## config.mk

```make
export PLATFORM = sky130hd
export DESIGN_NAME = instr_class_dispatch
export DESIGN_NICKNAME = d
export VERILOG_FILES = /design/src/rtl/instr_class_dispatch.sv
export SDC_FILE = /design/constraint.sdc
export NUM_CORES = 1
export LEC_CHECK = 0
export CORE_UTILIZATION = 25
export DETAILED_ROUTE_END_ITERATION = 16
export HOLD_SLACK_MARGIN = 0.06
export SYNTH_ARGS = -nofsm -noshare
export SYNTH_HDL_FRONTEND = slang
export SYNTH_SLANG_ARGS = --single-unit
```

## constraint.sdc

```tcl
create_clock -name clk -period 4.2 [get_ports clk]
set_clock_uncertainty 0.2 [all_clocks]
set_input_delay 1.05 -clock clk [delete_from_list [all_inputs] [get_ports clk]]
set_output_delay 1.05 -clock clk [all_outputs]
set_load 0.02 [all_outputs]
```

## src/rtl/instr_class_dispatch.sv

```systemverilog
module instr_class_dispatch #(
  parameter int DW    = 16,
  parameter int DEPTH = 8,
  parameter int RW    = 32
) (
  input  logic          clk,
  input  logic          rst_n,
  input  logic          in_valid,
  input  logic [1:0]    in_class,
  input  logic [DW-1:0] in_data,
  input  logic          tick,
  input  logic          play_done,
  input  logic [RW-1:0] get_value,
  output logic          stall,
  output logic          pb_valid,
  output logic [DW-1:0] pb_data,
  output logic          pf_valid,
  output logic [DW-1:0] pf_data,
  output logic          ls_valid,
  output logic [DW-1:0] ls_data,
  output logic          get_valid,
  output logic [RW-1:0] get_data
);
  localparam int AW = (DEPTH > 1) ? $clog2(DEPTH) : 1;
  localparam int CW = $clog2(DEPTH + 1);
  localparam logic [1:0] C_PB = 2'd0, C_PF = 2'd1, C_LS = 2'd2, C_GET = 2'd3;

  logic [3:0]    full;
  logic [2:0]    empty, push, pop;
  logic [DW-1:0] head [3];
  logic          get_busy, play_busy;

  wire is_get = (in_class == C_GET);
  assign full[3] = 1'b0;
  assign stall = get_busy | (in_valid & ~is_get & full[in_class]);
  wire take = in_valid & ~stall;

  assign pop[C_PF] = ~empty[C_PF];
  assign pop[C_LS] = tick & ~empty[C_LS];
  assign pop[C_PB] = tick & ~empty[C_PB] & (~play_busy | play_done);

  for (genvar q = 0; q < 3; q++) begin : g_q
    localparam logic [1:0] QC = 2'(q);
    logic [DW-1:0] mem [DEPTH];
    logic [AW-1:0] rd, wr;
    logic [CW-1:0] cnt;

    assign push[q]  = take & (in_class == QC);
    assign full[q]  = (cnt == CW'(DEPTH));
    assign empty[q] = (cnt == '0);
    assign head[q]  = mem[rd];

    always_ff @(posedge clk) begin
      if (!rst_n) begin
        rd  <= '0;
        wr  <= '0;
        cnt <= '0;
      end else begin
        if (push[q]) begin
          mem[wr] <= in_data;
          wr <= (wr == AW'(DEPTH - 1)) ? '0 : wr + 1'b1;
        end
        if (pop[q]) rd <= (rd == AW'(DEPTH - 1)) ? '0 : rd + 1'b1;
        cnt <= cnt + CW'(push[q]) - CW'(pop[q]);
      end
    end
  end

  always_ff @(posedge clk) begin
    if (!rst_n) begin
      pb_valid  <= 1'b0;
      pf_valid  <= 1'b0;
      ls_valid  <= 1'b0;
      get_valid <= 1'b0;
      get_busy  <= 1'b0;
      play_busy <= 1'b0;
      pb_data   <= '0;
      pf_data   <= '0;
      ls_data   <= '0;
      get_data  <= '0;
    end else begin
      pb_valid  <= pop[C_PB];
      pf_valid  <= pop[C_PF];
      ls_valid  <= pop[C_LS];
      get_valid <= 1'b0;
      if (pop[C_PB]) pb_data <= head[C_PB];
      if (pop[C_PF]) pf_data <= head[C_PF];
      if (pop[C_LS]) ls_data <= head[C_LS];
      if (pop[C_PB])     play_busy <= 1'b1;
      else if (play_done) play_busy <= 1'b0;
      if (take & is_get) get_busy <= 1'b1;
      else if (get_busy & (&empty)) begin
        get_busy  <= 1'b0;
        get_valid <= 1'b1;
        get_data  <= get_value;
      end
    end
  end
endmodule

```

==> summary.txt, run 1 <==
Run status
  • Status: finished, final reports clean

Global route
  • Initial antenna violation count: 3
  • Grt total ovfl: 0
  • Vias in the first global route: 11000
  • GRT Total Usage: 0.1127
  • Global-route wire length before repair: 66370 µm
  • Largest net degree at the start of global routing: 67

Worst setup path
  • Reg2Reg Setup Slack: 1.24 ns
  • Crit end category: primary output
  • Critical path peak fanout: 5
  • Worst R2R End: g_q[0].cnt[2]
  • FF-to-FF Start: g_q[0].cnt[2]
  • Critical path class: input pin to primary output
  • Critical Path RT: 2.95 ns
  • Startpoint types: input pin
  • Reg2Reg Depth: 12
  • CP arrival: 2.67 ns

Final layout
  • Most common cell after layout, fill and taps aside: edfxtp_1
  • Commonest non-fill, non-tap cells in the layout: edfxtp_1 (384), clkdlybuf4s50_1 (138), mux2i_1 (133)
  • Reg area: 13860 µm²
  • P&R area growth vs syn: 23.74%
  • Multi-input gate area: 4972 µm²
  • # nets final: 1527
  • Diode count: 0
  • Fill cell count: 7373
  • Fraction of layout cells with a size suffix above 1: 0.1350

Synthesis
  • Cells after Synth: 1272
  • Prevailing post-synth register cell: edfxtp_1
  • Yosys reg bits: 500
  • Post-synth ARST share: 0
  • Post-synthesis cell type count: 46
  • Register area share after synthesis: 0.7230
  • EDFF count, synth: 384
  • Synth Cell Area: 19160 µm²
  • Post-synth top area share: 0.6018
  • Syn_nets: 1360
  • Synth top area cells: edfxtp_1 (60%), dfxtp_1 (12%), mux2i_1 (6.9%)
  • Cell taking the most area after synthesis: edfxtp_1
  • YS warnings: 0
  • Syn Area/Cell: 15.06 µm²

Clock network
  • Postcts setup bufs: 0
  • Clock buffer depth: 3
  • Clock latency on the worst-skew pair: 0.61 ns
  • Clock slew at reported path FFs: 0.06 ns
  • CTS tree: built
  • H-Tree Depth: 2
  • Inserted Clock Buffers: 50
  • # hold bufs at CTS: 0
  • CTS Sinks: 500
  • Clk root buf: clkbuf_16
  • # resized after CTS: 0

Pwr
  • Pleak: 0.007560 µW
  • Worst vdd ir: 0.0002637 V
  • P per Cell Area: 559.3 nW/µm²

Timing
  • Setup TNS: 0 ns
  • Period minus WS final: 3.915 ns
  • Setup violations, final: 0
  • Period utilization: 0.9322
  • Max-slew headroom: 0.2245
  • Fin. max-slew vios: 0
  • Fmax: 0.2554 GHz
  • Worst slew pin tran: 1.163 ns
  • Final hold viol count: 0
  • WHS: 0.2495 ns
  • Unrepaired setup endpoints after global routing: no

Place
  • Routability cong.: 0.7737
  • Post-DP HPWL: 28350 µm
  • Input/output buffers: 139

Floorplanning
  • Die width: 278.8 µm
  • Io pins: 140
  • Die area: 77750 µm²
  • Area of the core: 75950 µm²
  • Chip Height: 278.8 µm
  • Std cell rows: 101
  • Starting density of the core: 0.2523

Run
  • Max capacitance violation total: 0

Routing
  • Avg Vias per Cell: 4.369
  • 1st-pass router iterations: 7
  • DRC Markers: 0
  • Final wirelength: 44530 µm
  • Remaining antenna violation count after routing: 0
  • Detailed Route Iter0 Violations: 986
  • WL/cell: 17.73 µm
  • Via count: 10970

Min path
  • Hold Startpoint: get_data[0]
  • Min-Delay Path Class: flip-flop to flip-flop
  • Hold path cells: 2
  • Hold endpoint: get_data[0]
flip-flops by register name, indices dropped and copies added, names as in the netlist:
register and flops:
get_busy 1, pf_data 16, pb_valid 1, ls_data 16, g_q.wr 9, pb_data 16, g_q.rd 9, play_busy 1
g_q.mem 384, g_q.cnt 12, get_valid 1, pf_valid 1, get_data 32, ls_valid 1
metrics by stage:
| step | std cells | worst slack [ns] | cell area, µm² | total power, µW | utilization |
|---|---|---|---|---|---|
| final | 2511 | 0.2849 | 23710 | 13260 | 0.3122 |
| after CTS | 2511 | 0.2925 | 23710 | 13400 | 0.3122 |
| after detailed placement | 2417 | 0.3014 | 21980 | 8774 | 0.2895 |
| after floorplan | 1272 | 0.1971 | 19160 | 7642 | - |
| after global placement | 2417 | 0.3114 | 21980 | 8724 | 0.2895 |
| after global routing | 2511 | 0.2118 | 23710 | 13840 | 0.3122 |
layer usage:
| layer | up-vias | part of all wire | global-route usage |
|---|---|---|---|
| met4 | 2 | 0.025 | 0.04184 |
| met1 | 5469 | 0.45 | 0.1477 |
| met5 | - | 0.00027 | 0 |
| li1 | 5119 | - | - |
| met3 | 60 | 0.059 | 0.02192 |
| met2 | 320 | 0.47 | 0.1843 |
power breakdown:
part / switching, µW / internal, µW / total [µW]
registers: 364 / 5600 / 5960
logic: 1530 / 1170 / 2700
clock network: 1930 / 2680 / 4600
synthesized netlist by cell type (all sizes together) (30+ instances only):
master  instances
a21oi          66
nor2          112
mux2i         133
edfxtp        384
nand2          88
o21ai          48
mux4           32
clkbuf         41
o22ai          64
buf            31
ha             30
dfxtp         116
critical path, stage by stage:
cell             delay, ns
clkdlybuf4s50_1       0.56
nand2b_1              0.11
a21o_1                0.16
a41o_2                0.26
clkdlybuf4s50_1       0.54
cell families after synthesis:
family / Yosys count / share of synthesized area
compound gates: 186 / 0.05459
xor+xnor: 6 / 0.002743
fa+ha+maj: 33 / 0.02272
buf+inv: 101 / 0.02272
flops: 500 / 0.7230
mux: 165 / 0.1071
simple gates: 281 / 0.06713
area by class of cell:
type / instances / share of cell area
Tap cell: 1030 / 0.05435
Clock buffer: 56 / 0.05462
Clock inverter: 38 / 0.01815
Timing Repair Buffer: 187 / 0.07367
Sequential cell: 500 / 0.5847
Multi-Input combinational cell: 671 / 0.2097
Inverter: 29 / 0.004802
worst max-delay path by stage:
| stage | startpoint | end | slack (ns) | cells past startpoint |
|---|---|---|---|---|
| 3_5_place_dp | in_class[0] | stall | 0.30 | 5 |
| 5_1_grt | in_class[0] | stall | 0.21 | 5 |
| 4_1_cts | in_class[0] | stall | 0.29 | 5 |
| 6_report | in_class[0] | stall | 0.28 | 5 |
| 2_1_floorplan | in_class[1] | g_q[2].mem[0][0] | 0.20 | 5 |
| 3_3_place_gp | in_class[0] | stall | 0.31 | 5 |
Power figures use the tool's default switching activity.
==> run 2, diff against run 1 <==
--- a/config.mk
+++ b/config.mk
@@ -5,7 +5,9 @@
 export SDC_FILE = /design/constraint.sdc
 export NUM_CORES = 1
 export LEC_CHECK = 0
+export CAP_MARGIN = 10
 export CORE_UTILIZATION = 25
+export CTS_BUF_LIST = sky130_fd_sc_hd__clkbuf_4 sky130_fd_sc_hd__clkbuf_8
 export DETAILED_ROUTE_END_ITERATION = 16
 export HOLD_SLACK_MARGIN = 0.06
 export SYNTH_ARGS = -nofsm -noshare
==> summary.txt, run 2 (synthesis gave the netlist of run 1 again) <==
Run status
  • Status: finished, final reports clean

Floorplanning
  • Starting density of the core: 0.2523
  • Std cell rows: 101
  • Io pins: 140
  • Chip Height: 278.8 µm
  • Die width: 278.8 µm
  • Die area: 77750 µm²
  • Area of the core: 75950 µm²

Pwr
  • P per Cell Area: 548.8 nW/µm²
  • Pleak: 0.007653 µW
  • Worst vdd ir: 0.0002204 V

Global route
  • Vias in the first global route: 11270
  • Grt total ovfl: 0
  • Initial antenna violation count: 4
  • Largest net degree at the start of global routing: 67
  • Global-route wire length before repair: 67070 µm
  • GRT Total Usage: 0.1145

Final layout
  • Fraction of layout cells with a size suffix above 1: 0.1673
  • # nets final: 1561
  • Biggest regs: g_q.mem: 384 flops, get_data: 32 flops
  • Fill cell count: 7416
  • Most common cell after layout, fill and taps aside: edfxtp_1
  • P&R area growth vs syn: 23.82%
  • Largest register FFs: 384
  • Commonest non-fill, non-tap cells in the layout: edfxtp_1 (384), clkdlybuf4s50_1 (138), mux2i_1 (133)
  • Largest register by flop count: g_q.mem

Timing
  • Period minus WS final: 3.918 ns
  • Setup violations, final: 0
  • Final hold viol count: 0
  • Worst slew pin tran: 1.157 ns
  • WHS: 0.2481 ns
  • Max-slew headroom: 0.2287
  • Unrepaired setup endpoints after global routing: no
  • Fmax: 0.2552 GHz
  • Setup TNS: 0 ns
  • Fin. max-slew vios: 0
  • Period utilization: 0.9328

Routing
  • Remaining antenna violation count after routing: 0
  • Avg Vias per Cell: 4.339
  • DRC Markers: 0
  • Via count: 11170
  • Detailed Route Iter0 Violations: 713
  • WL/cell: 17.49 µm
  • Final wirelength: 45010 µm
  • 1st-pass router iterations: 7

Clock network
  • Clk root buf: clkbuf_8
  • H-Tree Depth: 3
  • CTS tree: built
  • Inserted Clock Buffers: 83
  • CTS Sinks: 500
  • Clock latency on the worst-skew pair: 0.64 ns
  • Postcts setup bufs: 0
  • # resized after CTS: 0
  • # hold bufs at CTS: 0
  • Clock buffer depth: 3
  • Clock slew at reported path FFs: 0.05 ns

Worst setup path
  • Worst setup startpoint: in_class[0]
  • Worst path max stage delay: 0.56 ns
  • Worst Path Buf+Inv: 2
  • FF-to-FF Start: g_q[0].cnt[2]
  • Crit end category: primary output
  • CP arrival: 2.67 ns
  • CP Cell Sequence: clkdlybuf4s50_1, nand2b_1, a21o_1, a41o_2, clkdlybuf4s50_1
  • Critical path class: input pin to primary output
  • Critical path peak fanout: 5
  • Slowest CP cell: clkdlybuf4s50_1
  • Startpoint types: input pin
  • Crit-path most repeated cell: clkdlybuf4s50_1
  • Critical Path RT: 2.95 ns
  • Top Family by Delay on Critical Path: buffers and inverters

Run
  • Max capacitance violation total: 0

Min path
  • Min-Delay Path Class: flip-flop to flip-flop
  • Hold Startpoint: get_data[0]

Place
  • Post-DP HPWL: 28350 µm
  • Routability cong.: 0.7737
  • Input/output buffers: 139
run 2: cell types whose count changed in the layout (fill, tap and decap cells not counted), moves of 5 or more:
| cell | change |
|---|---|
| clkbuf_1 | -5 |
| clkbuf_16 | -51 |
| clkbuf_4 | +24 |
| clkbuf_8 | +90 |
| clkinv_1 | +8 |
run 2: final cells by class:
cell class	instances	area (µm²)	share of cell area
flip-flops and latches	500	13860	0.5843
multi-input cells	671	4972	0.2096
repair buffers	188	1767	0.07446
clock buffers	114	1419	0.05980
well taps	1030	1289	0.05432
clock inverters	40	296.5	0.01250
inverters	29	113.9	0.004799
diodes	2	5.005	0.0002109
run 2: worst register-to-register path, stage by stage, from the launching register on:
cell	delay, ns
dfxtp_1	0.30
inv_1	0.10
ha_1	0.17
or3b_1	0.51
nand3_2	0.20
inv_2	0.18
ha_1	0.36
inv_1	0.05
ha_1	0.15
inv_1	0.05
fa_1	0.37
xor2_1	0.14
nor2_1	0.06
run 2: path summary, 6_finish.rpt:
kind | end | slack [ns] | cells after the start
hold reg to reg | get_data[0] | 0.25 | 2
setup reg to reg | g_q[0].cnt[2] | 1.23 | 12
setup / recovery | stall | 0.28 | 5
hold / removal | get_data[0] | 0.25 | 2
run 2: metal layers:
layer / up-vias / wire, µm / global-route usage
met5: - / 12 / 0
met4: 2 / 1242 / 0.04945
met3: 77 / 2853 / 0.02837
met2: 343 / 21100 / 0.1844
met1: 5532 / 19800 / 0.1458
li1: 5215 / - / -
run 2: power by group:
group	internal, µW	switching [µW]
logic	1180	1550
registers	5600	336
clock network	2400	1950
total	9180	3840
run 2: per-stage QoR:
stage | area (µm²) | cells | utilization | power, µW | setup WS [ns]
2_1_floorplan | 19160 | 1272 | - | 7642 | 0.1971
3_3_place_gp | 21980 | 2417 | 0.2895 | 8724 | 0.3114
3_5_place_dp | 21980 | 2417 | 0.2895 | 8774 | 0.3014
4_1_cts | 23700 | 2571 | 0.3121 | 13180 | 0.2925
5_1_grt | 23720 | 2573 | 0.3124 | 13680 | 0.2118
6_report | 23730 | 2574 | 0.3124 | 13020 | 0.2821
==> run 3, diff against run 2 <==
--- a/config.mk
+++ b/config.mk
@@ -5,7 +5,7 @@
 export SDC_FILE = /design/constraint.sdc
 export NUM_CORES = 1
 export LEC_CHECK = 0
-export CAP_MARGIN = 10
+export CAP_MARGIN = 20
 export CORE_UTILIZATION = 25
 export CTS_BUF_LIST = sky130_fd_sc_hd__clkbuf_4 sky130_fd_sc_hd__clkbuf_8
 export DETAILED_ROUTE_END_ITERATION = 16
==> summary.txt, run 3 (synthesis gave the netlist of run 1 again) <==
Worst setup path
  • Reg2Reg Depth: 12
  • FF-to-FF Start: g_q[0].cnt[2]
  • CP arrival: 2.66 ns
  • Critical Path RT: 2.95 ns
  • Startpoint types: input pin
  • Worst R2R End: g_q[0].cnt[2]
  • Critical path class: input pin to primary output
  • Crit end category: primary output
  • Reg2Reg Setup Slack: 1.23 ns
  • Critical path peak fanout: 5
  • Worst setup startpoint: in_class[0]

Timing
  • Max-slew headroom: 0.2724
  • Unrepaired setup endpoints after global routing: no
  • Setup TNS: 0 ns
  • Worst slew pin tran: 1.088 ns
  • Fin. max-slew vios: 0
  • Period utilization: 0.9309
  • Final hold viol count: 0
  • Period minus WS final: 3.910 ns
  • Final setup margin: 0.2900 ns
  • Setup violations, final: 0
  • Fmax: 0.2558 GHz
  • WHS: 0.2489 ns

Place
  • Post-DP HPWL: 28390 µm
  • Routability cong.: 0.7737
  • Dpl ws: 0.3087 ns
  • Input/output buffers: 139

Final layout
  • Biggest regs: g_q.mem: 384 flops, get_data: 32 flops
  • Reg area: 13860 µm²
  • Largest register FFs: 384
  • Commonest non-fill, non-tap cells in the layout: edfxtp_1 (384), clkdlybuf4s50_1 (138), mux2i_1 (133)
  • Final Util: 0.3116
  • P&R area growth vs syn: 23.49%
  • Largest register by flop count: g_q.mem
  • Fill cell count: 7461
  • Fraction of layout cells with a size suffix above 1: 0.1625
  • Most common cell after layout, fill and taps aside: edfxtp_1
  • Multi-input gate area: 4972 µm²
  • # nets final: 1560

Pwr
  • Total internal power: 9083 µW
  • Sw power: 3828 µW
  • Combinational cell fraction of total power: 0.219
  • Seq pwr share: 0.455
  • Switching share of power: 0.2965
  • Clock share of power: 0.327
  • Worst vdd ir: 0.0002221 V
  • P per Cell Area: 545.6 nW/µm²
  • Pleak: 0.007619 µW
  • Power, Total: 12910 µW

Clock network
  • # hold bufs at CTS: 0
  • H-Tree Depth: 3
  • Inserted Clock Buffers: 80
  • Clock buffer depth: 3
  • Postcts setup bufs: 0
  • Clock slew at reported path FFs: 0.05 ns
  • Clock latency on the worst-skew pair: 0.65 ns
  • # resized after CTS: 0
  • CTS tree: built
  • CTS Sinks: 500
  • Clk root buf: clkbuf_8

Min path
  • Min-Delay Path Class: flip-flop to flip-flop
  • Hold endpoint: get_data[0]
  • Hold Startpoint: get_data[0]
  • Hold path cells: 2

Routing
  • WL met3: 3055 µm
  • Met2 WL: 21180 µm
  • Final wirelength: 45160 µm
  • Remaining antenna violation count after routing: 0
  • Via count: 11100
  • WL/cell: 17.62 µm
  • 1st-pass router iterations: 5
  • Detailed Route Iter0 Violations: 809
  • Wl on met1: 19800 µm
  • DRC Markers: 0
  • Avg Vias per Cell: 4.329
  • Max layer used: met4

Run status
  • Status: finished, final reports clean

Global route
  • Global-route wire length before repair: 67480 µm
  • Largest net degree at the start of global routing: 67
  • GRT Total Usage: 0.1153
  • Vias in the first global route: 11300
  • Grt total ovfl: 0
  • Initial antenna violation count: 3

Floorplanning
  • Area of the core: 75950 µm²
  • Io pins: 140
  • Starting density of the core: 0.2523
  • Chip Height: 278.8 µm
  • Std cell rows: 101
  • Die area: 77750 µm²
  • Die width: 278.8 µm

Run
  • Max capacitance violation total: 0
run 3: cell count changes in the layout (fill, tap and decap cells not counted), sizes merged:
cell,delta
inv,+2
clkinvlp,-2
buf,+2
clkinv,-5
clkbuf,-8
bufinv,+1
diode,-1
run 3: power groups by stage:
stage                     Clock [µW]  Combinational, µW  Sequential [µW]
final                           4220               2820             5870
after global routing            4560               3070             5910
after CTS                       4360               2770             5930
after detailed placement           0               2760             6030
after global placement             0               2670             6060
after floorplan                    0               1600             6040
run 3: worst max-delay path by stage:
| stage | depth (start not counted) | end |
|---|---|---|
| 6_report | 5 | stall |
| 4_1_cts | 5 | stall |
| 2_1_floorplan | 5 | g_q[2].mem[0][0] |
| 5_1_grt | 5 | stall |
| 3_3_place_gp | 5 | stall |
| 3_5_place_dp | 5 | stall |
run 3: layout make-up:
| type | count | share of cell area |
|---|---|---|
| inverters | 29 | 0.004812 |
| diodes | 1 | 0.0001058 |
| well taps | 1030 | 0.05446 |
| flip-flops and latches | 500 | 0.5859 |
| multi-input cells | 671 | 0.2101 |
| repair buffers | 190 | 0.07646 |
| clock inverters | 36 | 0.01311 |
| clock buffers | 106 | 0.05504 |
run 3: per-layer routing:
metal | track usage | vias up
met5 | 0 | -
met4 | 0.04832 | 0
met3 | 0.02686 | 62
met2 | 0.1835 | 355
met1 | 0.1503 | 5482
li1 | - | 5197
run 3: stage by stage:
stage / cell area [µm²] / cells
after floorplan: 19160 / 1272
after global placement: 21980 / 2417
after detailed placement: 22000 / 2418
after CTS: 23620 / 2560
after global routing: 23660 / 2563
final: 23660 / 2563
run 3: worst max-delay path, cell delays in order:
cell and delay [ns]:
clkdlybuf4s50_1 0.56, nand2b_1 0.10, a21o_1 0.16, a41o_2 0.26, clkdlybuf4s50_1 0.53
